<file path="config.mk">
export PLATFORM = sky130hd
export DESIGN_NAME = gdrv_slope_seq
export DESIGN_NICKNAME = d
export VERILOG_FILES = /design/src/rtl/gdrv_pkg.sv /design/src/rtl/gdrv_phase_timer.sv /design/src/rtl/gdrv_sel_decode.sv /design/src/rtl/gdrv_slope_seq.sv
export SDC_FILE = /design/constraint.sdc
export NUM_CORES = 1
export LEC_CHECK = 0
export BUFFER_PORTS_ARGS = -buffer_cell sky130_fd_sc_hd__clkbuf_2
export CAP_MARGIN = 10
export CORE_MARGIN = 2
export CORE_UTILIZATION = 42
export DETAILED_ROUTE_END_ITERATION = 16
export SLEW_MARGIN = 20
export SYNTH_ARGS = -nofsm -noshare
export SYNTH_HDL_FRONTEND = slang
export SYNTH_SLANG_ARGS = --single-unit
</file>
<file path="constraint.sdc">
create_clock -name clk -period 2.3 [get_ports clk]
set_clock_uncertainty 0.15 [all_clocks]
set_input_delay 0.23 -clock clk [delete_from_list [all_inputs] [get_ports clk]]
set_output_delay 0.23 -clock clk [all_outputs]
set_load 0.02 [all_outputs]
</file>
<file path="src/rtl/gdrv_pkg.sv">
package gdrv_pkg;

    typedef enum logic [2:0] {
        PH_REST    = 3'd0,
        PH_ON_FAST = 3'd1,
        PH_ON_SLOW = 3'd2,
        PH_ON_FIN  = 3'd3,
        PH_HOLD_ON = 3'd4,
        PH_OF_FAST = 3'd5,
        PH_OF_SLOW = 3'd6,
        PH_OF_FULL = 3'd7
    } gdrv_phase_e;

    typedef struct packed {
        gdrv_phase_e phase;
    } gdrv_seq_t;

endpackage

</file>
<file path="src/rtl/gdrv_phase_timer.sv">
module gdrv_phase_timer #(
    parameter int CNT_MAX = 255,
    localparam int CNT_W = $clog2(CNT_MAX + 1)
) (
    input  logic             clk,
    input  logic             rst_n,
    input  logic             clr,
    output logic [CNT_W-1:0] cnt_q
);
    localparam logic [CNT_W-1:0] TOP = CNT_W'(CNT_MAX);

    logic [CNT_W-1:0] cnt_d;

    always_comb begin
        if (clr)              cnt_d = '0;
        else if (cnt_q == TOP) cnt_d = cnt_q;
        else                  cnt_d = cnt_q + 1'b1;
    end

    always_ff @(posedge clk or negedge rst_n) begin
        if (!rst_n) cnt_q <= '0;
        else        cnt_q <= cnt_d;
    end
endmodule

</file>
<file path="src/rtl/gdrv_sel_decode.sv">
module gdrv_sel_decode
    import gdrv_pkg::*;
(
    input  gdrv_phase_e phase,
    input  logic        out_above_lim,
    output logic        sel_hi_chg,
    output logic        sel_lo_chg,
    output logic        sel_hi_dis,
    output logic        sel_lo_dis,
    output logic        neg_bias_en
);
    always_comb begin
        sel_hi_chg  = 1'b0;
        sel_lo_chg  = 1'b0;
        sel_hi_dis  = 1'b0;
        sel_lo_dis  = 1'b0;
        neg_bias_en = 1'b0;
        unique case (phase)
            PH_ON_FAST, PH_ON_FIN:  sel_hi_chg = 1'b1;
            PH_ON_SLOW:             sel_lo_chg = 1'b1;
            PH_OF_FAST, PH_OF_FULL: sel_hi_dis = 1'b1;
            PH_OF_SLOW:             sel_lo_dis = 1'b1;
            PH_REST:                neg_bias_en = out_above_lim;
            default:                ;
        endcase
    end
endmodule

</file>
<file path="src/rtl/gdrv_slope_seq.sv">
module gdrv_slope_seq
    import gdrv_pkg::*;
#(
    parameter int MIN_OFF     = 250,
    parameter int PH_TIMEOUT  = 16,
    parameter int FULLDIS_CYC = 8
) (
    input  logic clk,
    input  logic rst_n,
    input  logic on_req,
    input  logic fast_off,
    input  logic gate_above_vth,
    input  logic gate_at_plateau,
    input  logic vds_low,
    input  logic out_above_lim,
    output logic sel_hi_chg,
    output logic sel_lo_chg,
    output logic sel_hi_dis,
    output logic sel_lo_dis,
    output logic neg_bias_en
);
    localparam int MAX_A   = (MIN_OFF > PH_TIMEOUT) ? MIN_OFF : PH_TIMEOUT;
    localparam int CNT_MAX = (MAX_A > FULLDIS_CYC) ? MAX_A : FULLDIS_CYC;
    localparam int CNT_W   = $clog2(CNT_MAX + 1);
    localparam logic [CNT_W-1:0] TMO_LAST  = CNT_W'(PH_TIMEOUT - 1);
    localparam logic [CNT_W-1:0] FULL_LAST = CNT_W'(FULLDIS_CYC - 1);
    localparam logic [CNT_W-1:0] REST_DONE = CNT_W'(MIN_OFF);

    gdrv_seq_t        seq_d, seq_q;
    logic [CNT_W-1:0] cnt_q;
    logic             tmo;
    logic             phase_chg;

    assign tmo       = (cnt_q == TMO_LAST);
    assign phase_chg = (seq_d.phase != seq_q.phase);

    gdrv_phase_timer #(.CNT_MAX(CNT_MAX)) u_timer (
        .clk   (clk),
        .rst_n (rst_n),
        .clr   (phase_chg),
        .cnt_q (cnt_q)
    );

    always_comb begin
        seq_d = seq_q;
        unique case (seq_q.phase)
            PH_REST: begin
                if (on_req && !fast_off && cnt_q == REST_DONE)
                    seq_d.phase = PH_ON_FAST;
            end
            PH_ON_FAST: begin
                if (fast_off || !on_req)          seq_d.phase = PH_OF_FULL;
                else if (gate_above_vth || tmo)   seq_d.phase = PH_ON_SLOW;
            end
            PH_ON_SLOW: begin
                if (fast_off)                     seq_d.phase = PH_OF_FULL;
                else if (!on_req)                 seq_d.phase = PH_OF_SLOW;
                else if (gate_at_plateau || tmo)  seq_d.phase = PH_ON_FIN;
            end
            PH_ON_FIN: begin
                if (fast_off)                     seq_d.phase = PH_OF_FULL;
                else if (!on_req)                 seq_d.phase = PH_OF_FAST;
                else if (vds_low || tmo)          seq_d.phase = PH_HOLD_ON;
            end
            PH_HOLD_ON: begin
                if (fast_off)                     seq_d.phase = PH_OF_FULL;
                else if (!on_req)                 seq_d.phase = PH_OF_FAST;
            end
            PH_OF_FAST: begin
                if (fast_off)                     seq_d.phase = PH_OF_FULL;
                else if (!gate_at_plateau || tmo) seq_d.phase = PH_OF_SLOW;
            end
            PH_OF_SLOW: begin
                if (fast_off)                     seq_d.phase = PH_OF_FULL;
                else if (!gate_above_vth || tmo)  seq_d.phase = PH_OF_FULL;
            end
            PH_OF_FULL: begin
                if (cnt_q == FULL_LAST)           seq_d.phase = PH_REST;
            end
            default:                              seq_d.phase = PH_REST;
        endcase
    end

    always_ff @(posedge clk or negedge rst_n) begin
        if (!rst_n) seq_q <= '{phase: PH_REST};
        else        seq_q <= seq_d;
    end

    gdrv_sel_decode u_dec (
        .phase         (seq_q.phase),
        .out_above_lim (out_above_lim),
        .sel_hi_chg    (sel_hi_chg),
        .sel_lo_chg    (sel_lo_chg),
        .sel_hi_dis    (sel_hi_dis),
        .sel_lo_dis    (sel_lo_dis),
        .neg_bias_en   (neg_bias_en)
    );

    AST_SEL_ONEHOT: assert property (@(posedge clk) disable iff (!rst_n)
        $onehot0({sel_hi_chg, sel_lo_chg, sel_hi_dis, sel_lo_dis}));

    AST_NEG_BIAS_REST: assert property (@(posedge clk) disable iff (!rst_n)
        neg_bias_en |-> !(sel_hi_chg || sel_lo_chg || sel_hi_dis || sel_lo_dis));

    AST_FAST_OFF: assert property (@(posedge clk) disable iff (!rst_n)
        (fast_off && (sel_hi_chg || sel_lo_chg || sel_lo_dis)) |=> sel_hi_dis);

    AST_SLOW_AFTER_FAST: assert property (@(posedge clk) disable iff (!rst_n)
        (seq_q.phase == PH_ON_SLOW && $past(seq_q.phase) != PH_ON_SLOW)
            |-> $past(seq_q.phase) == PH_ON_FAST);

    AST_MIRROR_SLOW: assert property (@(posedge clk) disable iff (!rst_n)
        (seq_q.phase == PH_ON_SLOW && !on_req && !fast_off) |=> seq_q.phase == PH_OF_SLOW);

    AST_TIMEOUT_BOUND: assert property (@(posedge clk) disable iff (!rst_n)
        (seq_q.phase inside {PH_ON_FAST, PH_ON_SLOW, PH_ON_FIN, PH_OF_FAST, PH_OF_SLOW})
            |-> cnt_q < CNT_W'(PH_TIMEOUT));

    AST_MIN_OFF_MET: assert property (@(posedge clk) disable iff (!rst_n)
        (seq_q.phase == PH_ON_FAST && $past(seq_q.phase) == PH_REST)
            |-> $past(cnt_q) == REST_DONE);
endmodule

</file>
==> impl_summary.log, run 1 <==
[metrics] run status: completed
[metrics] width of the chip: around 50 µm
[metrics] largest family of logic cells by synthesized area: compound AO/OA/AOI/OAI gates
[metrics] cell breakdown of the critical path: or4_4, o2111ai_2, o311ai_1, a211o_2, a221oi_2
[metrics] synthesized netlist net count: around 110
[metrics] Post-Syn Area: between 800 and 900 µm²
[metrics] class of the tightest hold or removal check: input port to async pin
[metrics] mux cell area share after synthesis: 0%
[metrics] number of enable flip-flop cells after synthesis: 0
[metrics] global-route wire length before repair: about 3.5 mm
[metrics] maximum clock insertion buffer count: 2
[metrics] total wire length: a little over 2 mm
[metrics] sequential share of power: between 30% and 40%
[metrics] peak fanout along the critical path: 9
[metrics] Top FF cell, synth: sky130_fd_sc_hd__dfrtp_1
[metrics] Final Max Tran Viols: 0
[metrics] drt first-iter violations: 17
[metrics] top-area cell type share of the netlist area: 30.6%
[metrics] post-detail-place hpwl: between 1 and 1.5 mm
[metrics] Least-Margin Pin Slew: around 0.44 ns
[metrics] die area: about 2500 µm²
[metrics] routed vias/inst: about 5.7
[metrics] worst vdd ir: roughly 610 µV
[metrics] Crit. End Element: register
[metrics] syn avg cell area: around 9 µm²
[metrics] Hold Violations, Final: 0
[metrics] final weighted congestion of routability-driven global placement: roughly 0.86
[metrics] area growth from synthesis to layout: 18.9%
[metrics] # nets final: around 130
[metrics] share of the synthesized area in compound gates (AO/OA/AOI/OAI): slightly below 30%
[metrics] initial core utilization: between 40 and 50%
[metrics] number of buffers added by the clock tree synthesis step: 3
[metrics] sequential-to-total area share from yosys stat: a little under a third
[metrics] number of design rule violations left after detail routing: 0
[metrics] Port Buffers: 12
[metrics] number of search-and-repair iterations in the first detailed-routing pass: 4
[metrics] post-route minimum period: approximately 2.2 ns
[metrics] average routed wire per standard cell: roughly 14 µm
[metrics] internal cell power: between 500 and 600 µW
[metrics] cell taking the most area after synthesis: sky130_fd_sc_hd__dfrtp_1
[metrics] worst flop-to-flop path startpoint: u_timer.cnt_q[5]
[metrics] Critical Path AT: roughly 2.2 ns
[metrics] share of the synthesized netlist area taken by xor and xnor gates: ~5.8%
[metrics] clock net sink count: 11
[metrics] proportion of power drawn by combinational gates: between 50% and 60%
[metrics] number of antenna violations at the first check in global routing: 0
[metrics] master of the slowest instance on the critical path: sky130_fd_sc_hd__or4_4
[metrics] number of distinct library cells after synthesis: between 40 and 50
[metrics] Leakage: ~0.46 nW
[metrics] remaining antenna violation count: 0
[metrics] Synth Area in Simple Gates: between 20 and 25%
[metrics] P per Cell Area: approximately 900 nW/µm²
[metrics] final worst path period share: approximately 96%
[metrics] switching power as a share of total power: 44.6%
[metrics] Placement Setup Slack: a little over 0.08 ns
[metrics] maximum number of pins on one net before global-route repair: 16
[metrics] Post-synth ARST share: 100%
[metrics] clock tree from TritonCTS: built
[metrics] power spent charging and discharging nets: approximately 420 µW
[metrics] vias in the first global route: 770
[metrics] FF+latch count, synth: 11
[metrics] total number of vias: 840
[metrics] clock root cell: sky130_fd_sc_hd__clkbuf_4
[metrics] cell depth of the worst flop-to-flop path: 5
[metrics] Clk network pwr share: around 14%
[metrics] reg-to-reg slack, setup: 0.08 ns
[metrics] global route total overflow: 0
[metrics] number of max-capacitance violations reported: 0
[metrics] row count: 16
[metrics] maximum single-stage delay on the critical path: ~0.6 ns
[metrics] CTS clock-pin slew for the worst setup and hold paths: approximately 0.070 ns
[metrics] Clk Latency, worst-skew pair: ~0.27 ns
[metrics] nature of the critical path startpoint: register
[metrics] overall track demand over capacity in global routing: 17.9%
[metrics] standard cell core area: roughly 2000 µm²
[metrics] number of diodes: 0
[metrics] synthesized-area fraction occupied by adder cells: 2.79%
[metrics] number of top-level pins: 13
[metrics] Critical R2R Capture: u_timer.cnt_q[2]
[metrics] top library cells by usage in the layout, fill and taps aside: sky130_fd_sc_hd__nor2_1 (12), sky130_fd_sc_hd__clkbuf_2 (12), sky130_fd_sc_hd__dfrtp_1 (11)
[metrics] max-slew headroom at the worst pin: 70.4%
[metrics] final setup violating endpoints: 0
[metrics] highest attainable clock frequency: about 0.45 GHz
[metrics] main area contributors after synthesis: sky130_fd_sc_hd__dfrtp_1 (31%), sky130_fd_sc_hd__a211oi_1 (5.0%), sky130_fd_sc_hd__nor2_1 (5.0%)
[metrics] number of instances in the synthesized netlist: 101
[metrics] setup repair after global routing missed its margin: no
[metrics] height of the die: around 50 µm
[metrics] start-to-end type of the worst setup path: register to register
[metrics] share of cells above drive strength 1: 29.8%
[metrics] setup slack of the critical path after layout: between 0.08 and 0.09 ns
[metrics] worst setup path startpoint: u_timer.cnt_q[5]
[metrics] accumulated negative setup slack: 0 ns
[metrics] number of warnings reported in the yosys synthesis log: 0
[metrics] number of fillers in the final layout: roughly 190
[metrics] final core utilization: 53.9%
[metrics] H-tree depth: 1
[metrics] data required time of the worst path: between 2 and 2.5 ns
[logic make-up (layout without fill, tap and decap cells)]
kind of cell,after synthesis,in the layout
flip-flops,11,11
AO/OA/AOI/OAI,32,32
adder cells (fa/ha/maj),2,2
XOR/XNOR,6,6
buffers and inverters,13,33
AND/OR/NAND/NOR,37,37
[cell usage after synthesis (2+ instances only)]
library cell,number
sky130_fd_sc_hd__or3b_2,2
sky130_fd_sc_hd__buf_6,3
sky130_fd_sc_hd__ha_1,2
sky130_fd_sc_hd__a211oi_1,6
sky130_fd_sc_hd__nor3_1,2
sky130_fd_sc_hd__o2111ai_1,2
sky130_fd_sc_hd__and2_1,2
sky130_fd_sc_hd__xor2_1,2
sky130_fd_sc_hd__a21oi_1,6
sky130_fd_sc_hd__nand2_1,6
sky130_fd_sc_hd__xnor2_1,4
sky130_fd_sc_hd__o211ai_1,2
sky130_fd_sc_hd__o21ai_0,4
sky130_fd_sc_hd__nand3_1,3
sky130_fd_sc_hd__nor2_1,12
sky130_fd_sc_hd__dfrtp_1,11
sky130_fd_sc_hd__inv_1,6
[power by group through the flow]
stage	clock network, mW	registers [mW]	logic (mW)
floorplan	0	0.274	0.401
global placement	0	0.308	0.445
detailed placement	0	0.310	0.447
CTS	0.133	0.307	0.450
global route	0.145	0.326	0.551
finish	0.132	0.312	0.500
[critical path: cells and delay by family, from the launching register on]
kind            cells  cell delay [ns]
flops               1             0.39
compound gates      4             1.00
simple gates        1             0.60
[timing repair]
item / in CTS / in global routing
hold buffers: 1 / 0
setup endpoints to repair: 0 / 8
resized for setup: 0 / 4
hold endpoints to repair: 11 / 0
buffers inserted: 0 / 1
[layout make-up]
type	instances	area, µm²	share of cell area [%]
multi-input combinational	77	557	52.1
sequential	11	275	25.8
timing repair buffer	22	150	14.1
tap	27	33.8	3.16
clock buffer	4	26.3	2.46
inverter	7	26.3	2.46
[flip-flops by register name (all words and copies together) (netlist names)]
signal         count
u_timer.cnt_q      8
seq_q              3
[how the worst max path moves through the flow]
stage	endpoint	slack, ns
finish	u_timer.cnt_q[2]	0.08
global route	u_timer.cnt_q[2]	0.003
CTS	u_timer.cnt_q[2]	0.07
detailed placement	u_timer.cnt_q[5]	0.08
global placement	u_timer.cnt_q[2]	0.12
floorplan	u_timer.cnt_q[2]	0.12
[through the flow]
step | hold WS [ns] | cells | instance area, µm² | total power, mW
floorplan | -0.216 | 101 | 898 | 0.675
global placement | -0.0324 | 142 | 993 | 0.753
detailed placement | -0.0291 | 142 | 993 | 0.756
CTS | 0.223 | 147 | 1030 | 0.890
global route | 0.242 | 148 | 1070 | 1.02
finish | 0.215 | 148 | 1070 | 0.944
[layer usage]
layer  part of all wire [%]  wire, µm  global-route usage, %  vias to the layer above
met5                      0         0                      0                        -
met3                    4.2        86                   2.68                        0
met2                     48       969                   29.2                       19
met1                     48       978                   23.6                      407
li1                       -         -                      -                      414
met4                      0         0                   6.94                        0
Power figures use the tool's default switching activity.
==> run 2: changes to the inputs <==
--- a/config.mk
+++ b/config.mk
@@ -10,6 +10,7 @@
 export CORE_MARGIN = 2
 export CORE_UTILIZATION = 42
 export DETAILED_ROUTE_END_ITERATION = 16
+export GPL_TIMING_DRIVEN = 0
 export SLEW_MARGIN = 20
 export SYNTH_ARGS = -nofsm -noshare
 export SYNTH_HDL_FRONTEND = slang
==> constraint.sdc (replaced) <==
create_clock -name clk -period 2.3 [get_ports clk]
set_clock_uncertainty 0.15 [all_clocks]
set_input_delay 0.23 -clock clk [delete_from_list [all_inputs] [get_ports clk]]
set_output_delay 0.23 -clock clk [all_outputs]
set_load 0.05 [all_outputs]
==> impl_summary.log, run 2 (synthesized netlist as in run 1, its figures left out) <==
[metrics] share of cells above drive strength 1: 34.4% (+4.6 points)
[metrics] maximum clock insertion buffer count: 2 (unchanged)
[metrics] total placed cells including tap cells: 140 (-1.4%)
[metrics] Clk Latency, worst-skew pair: 0.26 ns (about the same)
[metrics] global route total overflow: 0 (unchanged)
[metrics] H-tree depth: 1 (unchanged)
[metrics] overall track demand over capacity in global routing: 18.9% (+1.1 points)
[metrics] P per Cell Area: 981 nW/µm² (+11%)
[metrics] initial core utilization: 45.3% (unchanged)
[metrics] Crit. End Element: register
[metrics] post-route minimum period: 2.23 ns (+0.0149 ns)
[metrics] # nets final: 136 (+3.0%)
[metrics] Final Max Tran Viols: 0 (unchanged)
[metrics] clock net sink count: 11 (unchanged)
[metrics] final setup violating endpoints: 0 (unchanged)
[metrics] maximum number of pins on one net before global-route repair: 12 (-4)
[metrics] Leakage: 0.477 nW (+4.4%)
[metrics] standard cell core area: 1980 µm² (unchanged)
[metrics] Critical Path AT: 2.26 ns (+0.02 ns)
[metrics] number of antenna violations at the first check in global routing: 0 (unchanged)
[metrics] global-route wire length before repair: 3.61 mm (+4.0%)
[metrics] final worst path period share: 97.0% (+0.65 points)
[metrics] top library cells by usage in the layout, fill and taps aside: sky130_fd_sc_hd__nor2_1 (12), sky130_fd_sc_hd__clkbuf_2 (12), sky130_fd_sc_hd__dfrtp_1 (11)
[metrics] number of top-level pins: 13 (unchanged)
[metrics] height of the die: 50.3 µm (unchanged)
[metrics] number of design rule violations left after detail routing: 0 (unchanged)
[metrics] maximum single-stage delay on the critical path: 0.60 ns (about the same)
[metrics] final core utilization: 56.9% (+3.0 points)
[metrics] start-to-end type of the worst setup path: register to register
[metrics] row count: 16 (unchanged)
[metrics] top flop regs: u_timer.cnt_q: 8 flops, seq_q: 3 flops
[metrics] routed vias/inst: 5.66 (-0.20%)
[metrics] total wire length: 2.15 mm (+5.4%)
[metrics] number of fillers in the final layout: 192 (+0.52%)
[metrics] CTS clock-pin slew for the worst setup and hold paths: 0.07 ns (about the same)
[metrics] area growth from synthesis to layout: 25.6%
[metrics] average routed wire per standard cell: 14.1 µm (+2.6%)
[metrics] cell breakdown of the critical path: or4_4, o2111ai_2, o311ai_1, a211o_1, buf_4, a211oi_2
[metrics] max-slew headroom at the worst pin: 79.2% (+8.9 points)
[metrics] vias in the first global route: 794 (+3.1%)
[metrics] number of buffers added by the clock tree synthesis step: 3 (unchanged)
[metrics] final weighted congestion of routability-driven global placement: 0.785 (-8.3%)
[metrics] critical path buffer and inverter count: 1 (+1)
[metrics] Port Buffers: 12 (unchanged)
[metrics] Hold Slack: 0.221 ns (+0.00657 ns)
[metrics] master of the slowest instance on the critical path: sky130_fd_sc_hd__or4_4
[metrics] class of the tightest hold or removal check: input port to async pin
[metrics] number of search-and-repair iterations in the first detailed-routing pass: 4 (unchanged)
[metrics] nature of the critical path startpoint: register
[metrics] clock root cell: sky130_fd_sc_hd__clkbuf_4
[metrics] setup repair after global routing missed its margin: yes
[metrics] post-detail-place hpwl: 1.46 mm (-1.8%)
[metrics] remaining antenna violation count: 0 (unchanged)
[metrics] number of diodes: 0 (unchanged)
[metrics] number of max-capacitance violations reported: 0 (unchanged)
[metrics] drt first-iter violations: 7 (-10)
[metrics] Placement Cell Area: 997 µm² (+0.38%)
[metrics] kind of cell adding the most delay to the critical path: compound AO/OA/AOI/OAI gates
[metrics] total number of vias: 861 (+2.5%)
[metrics] die area: 2530 µm² (unchanged)
[metrics] peak fanout along the critical path: 8 (-1)
[metrics] data required time of the worst path: 2.33 ns (about the same)
[metrics] design area: 1130 µm² (+5.6%)
[metrics] clock tree from TritonCTS: built
[metrics] Biggest register: u_timer.cnt_q
[metrics] count of non-filler cells in the finished layout: 152 (+2.7%)
[metrics] Least-Margin Pin Slew: 0.310 ns (-0.135 ns)
[metrics] run status: completed
[metrics] Hold Violations, Final: 0 (unchanged)
[metrics] Total Power Consumption: 1.11 mW (+17%)
[metrics] worst vdd ir: 603 µV (-1.0%)
[metrics] max reg flops: 8 (unchanged)
[metrics] highest attainable clock frequency: 0.448 GHz (-0.67%)
[metrics] width of the chip: 50.3 µm (unchanged)
run 2: area by class of cell:
type / instances / area, µm² / area share, %
buffer: 5 / 47.5 / 4.21
clock buffer: 4 / 26.3 / 2.33
inverter: 7 / 30.0 / 2.66
multi-input combinational: 77 / 573 / 50.8
sequential: 11 / 275 / 24.4
tap: 27 / 33.8 / 2.99
timing repair buffer: 21 / 143 / 12.6
run 2: repair_timing:
item / CTS / global route
setup buffers: 2 / 5
pin swaps: 0 / 8
resized for setup: 2 / 7
endpoints found under the setup margin: 3 / 8
hold buffers: 1 / 0
cloned: 0 / 1
hold endpoints to repair: 11 / 0
run 2: final timing paths:
check | slack [ns] | depth (start not counted) | endpoint | start
worst max-delay path | 0.07 | 6 | u_timer.cnt_q[7] | u_timer.cnt_q[4]
worst min-delay path | 0.22 | 2 | u_timer.cnt_q[1] | rst_n
worst max register to register | 0.07 | 6 | u_timer.cnt_q[7] | u_timer.cnt_q[4]
worst min register to register | 0.48 | 2 | u_timer.cnt_q[6] | u_timer.cnt_q[6]
max in group asynchronous | 1.56 | 2 | seq_q[0] | rst_n
min in group clk | 0.25 | 5 | seq_q[1] | on_req
run 2: power breakdown:
part / leakage (nW) / total (mW) / internal (mW) / switching [mW]
combinational: 0.326 / 0.695 / 0.289 / 0.406
sequential: 0.137 / 0.281 / 0.239 / 0.0419
clock: 0.0150 / 0.131 / 0.0671 / 0.0638
run 2: stage by stage:
stage               worst slack (ns)  setup TNS [ns]
floorplan                      0.115               0
global route                 -0.0279         -0.0794
detailed placement           -0.0153         -0.0153
finish                        0.0691               0
CTS                           0.0369               0
global placement              0.0330               0
run 2: layer usage:
| layer | GRT usage [%] | up-vias | share of wire [%] |
|---|---|---|---|
| li1 | - | 424 | - |
| met1 | 23.6 | 425 | 48 |
| met2 | 32.2 | 10 | 48 |
| met3 | 3.57 | 2 | 2.5 |
| met4 | 6.94 | 0 | 1.1 |
| met5 | 0 | - | 0 |
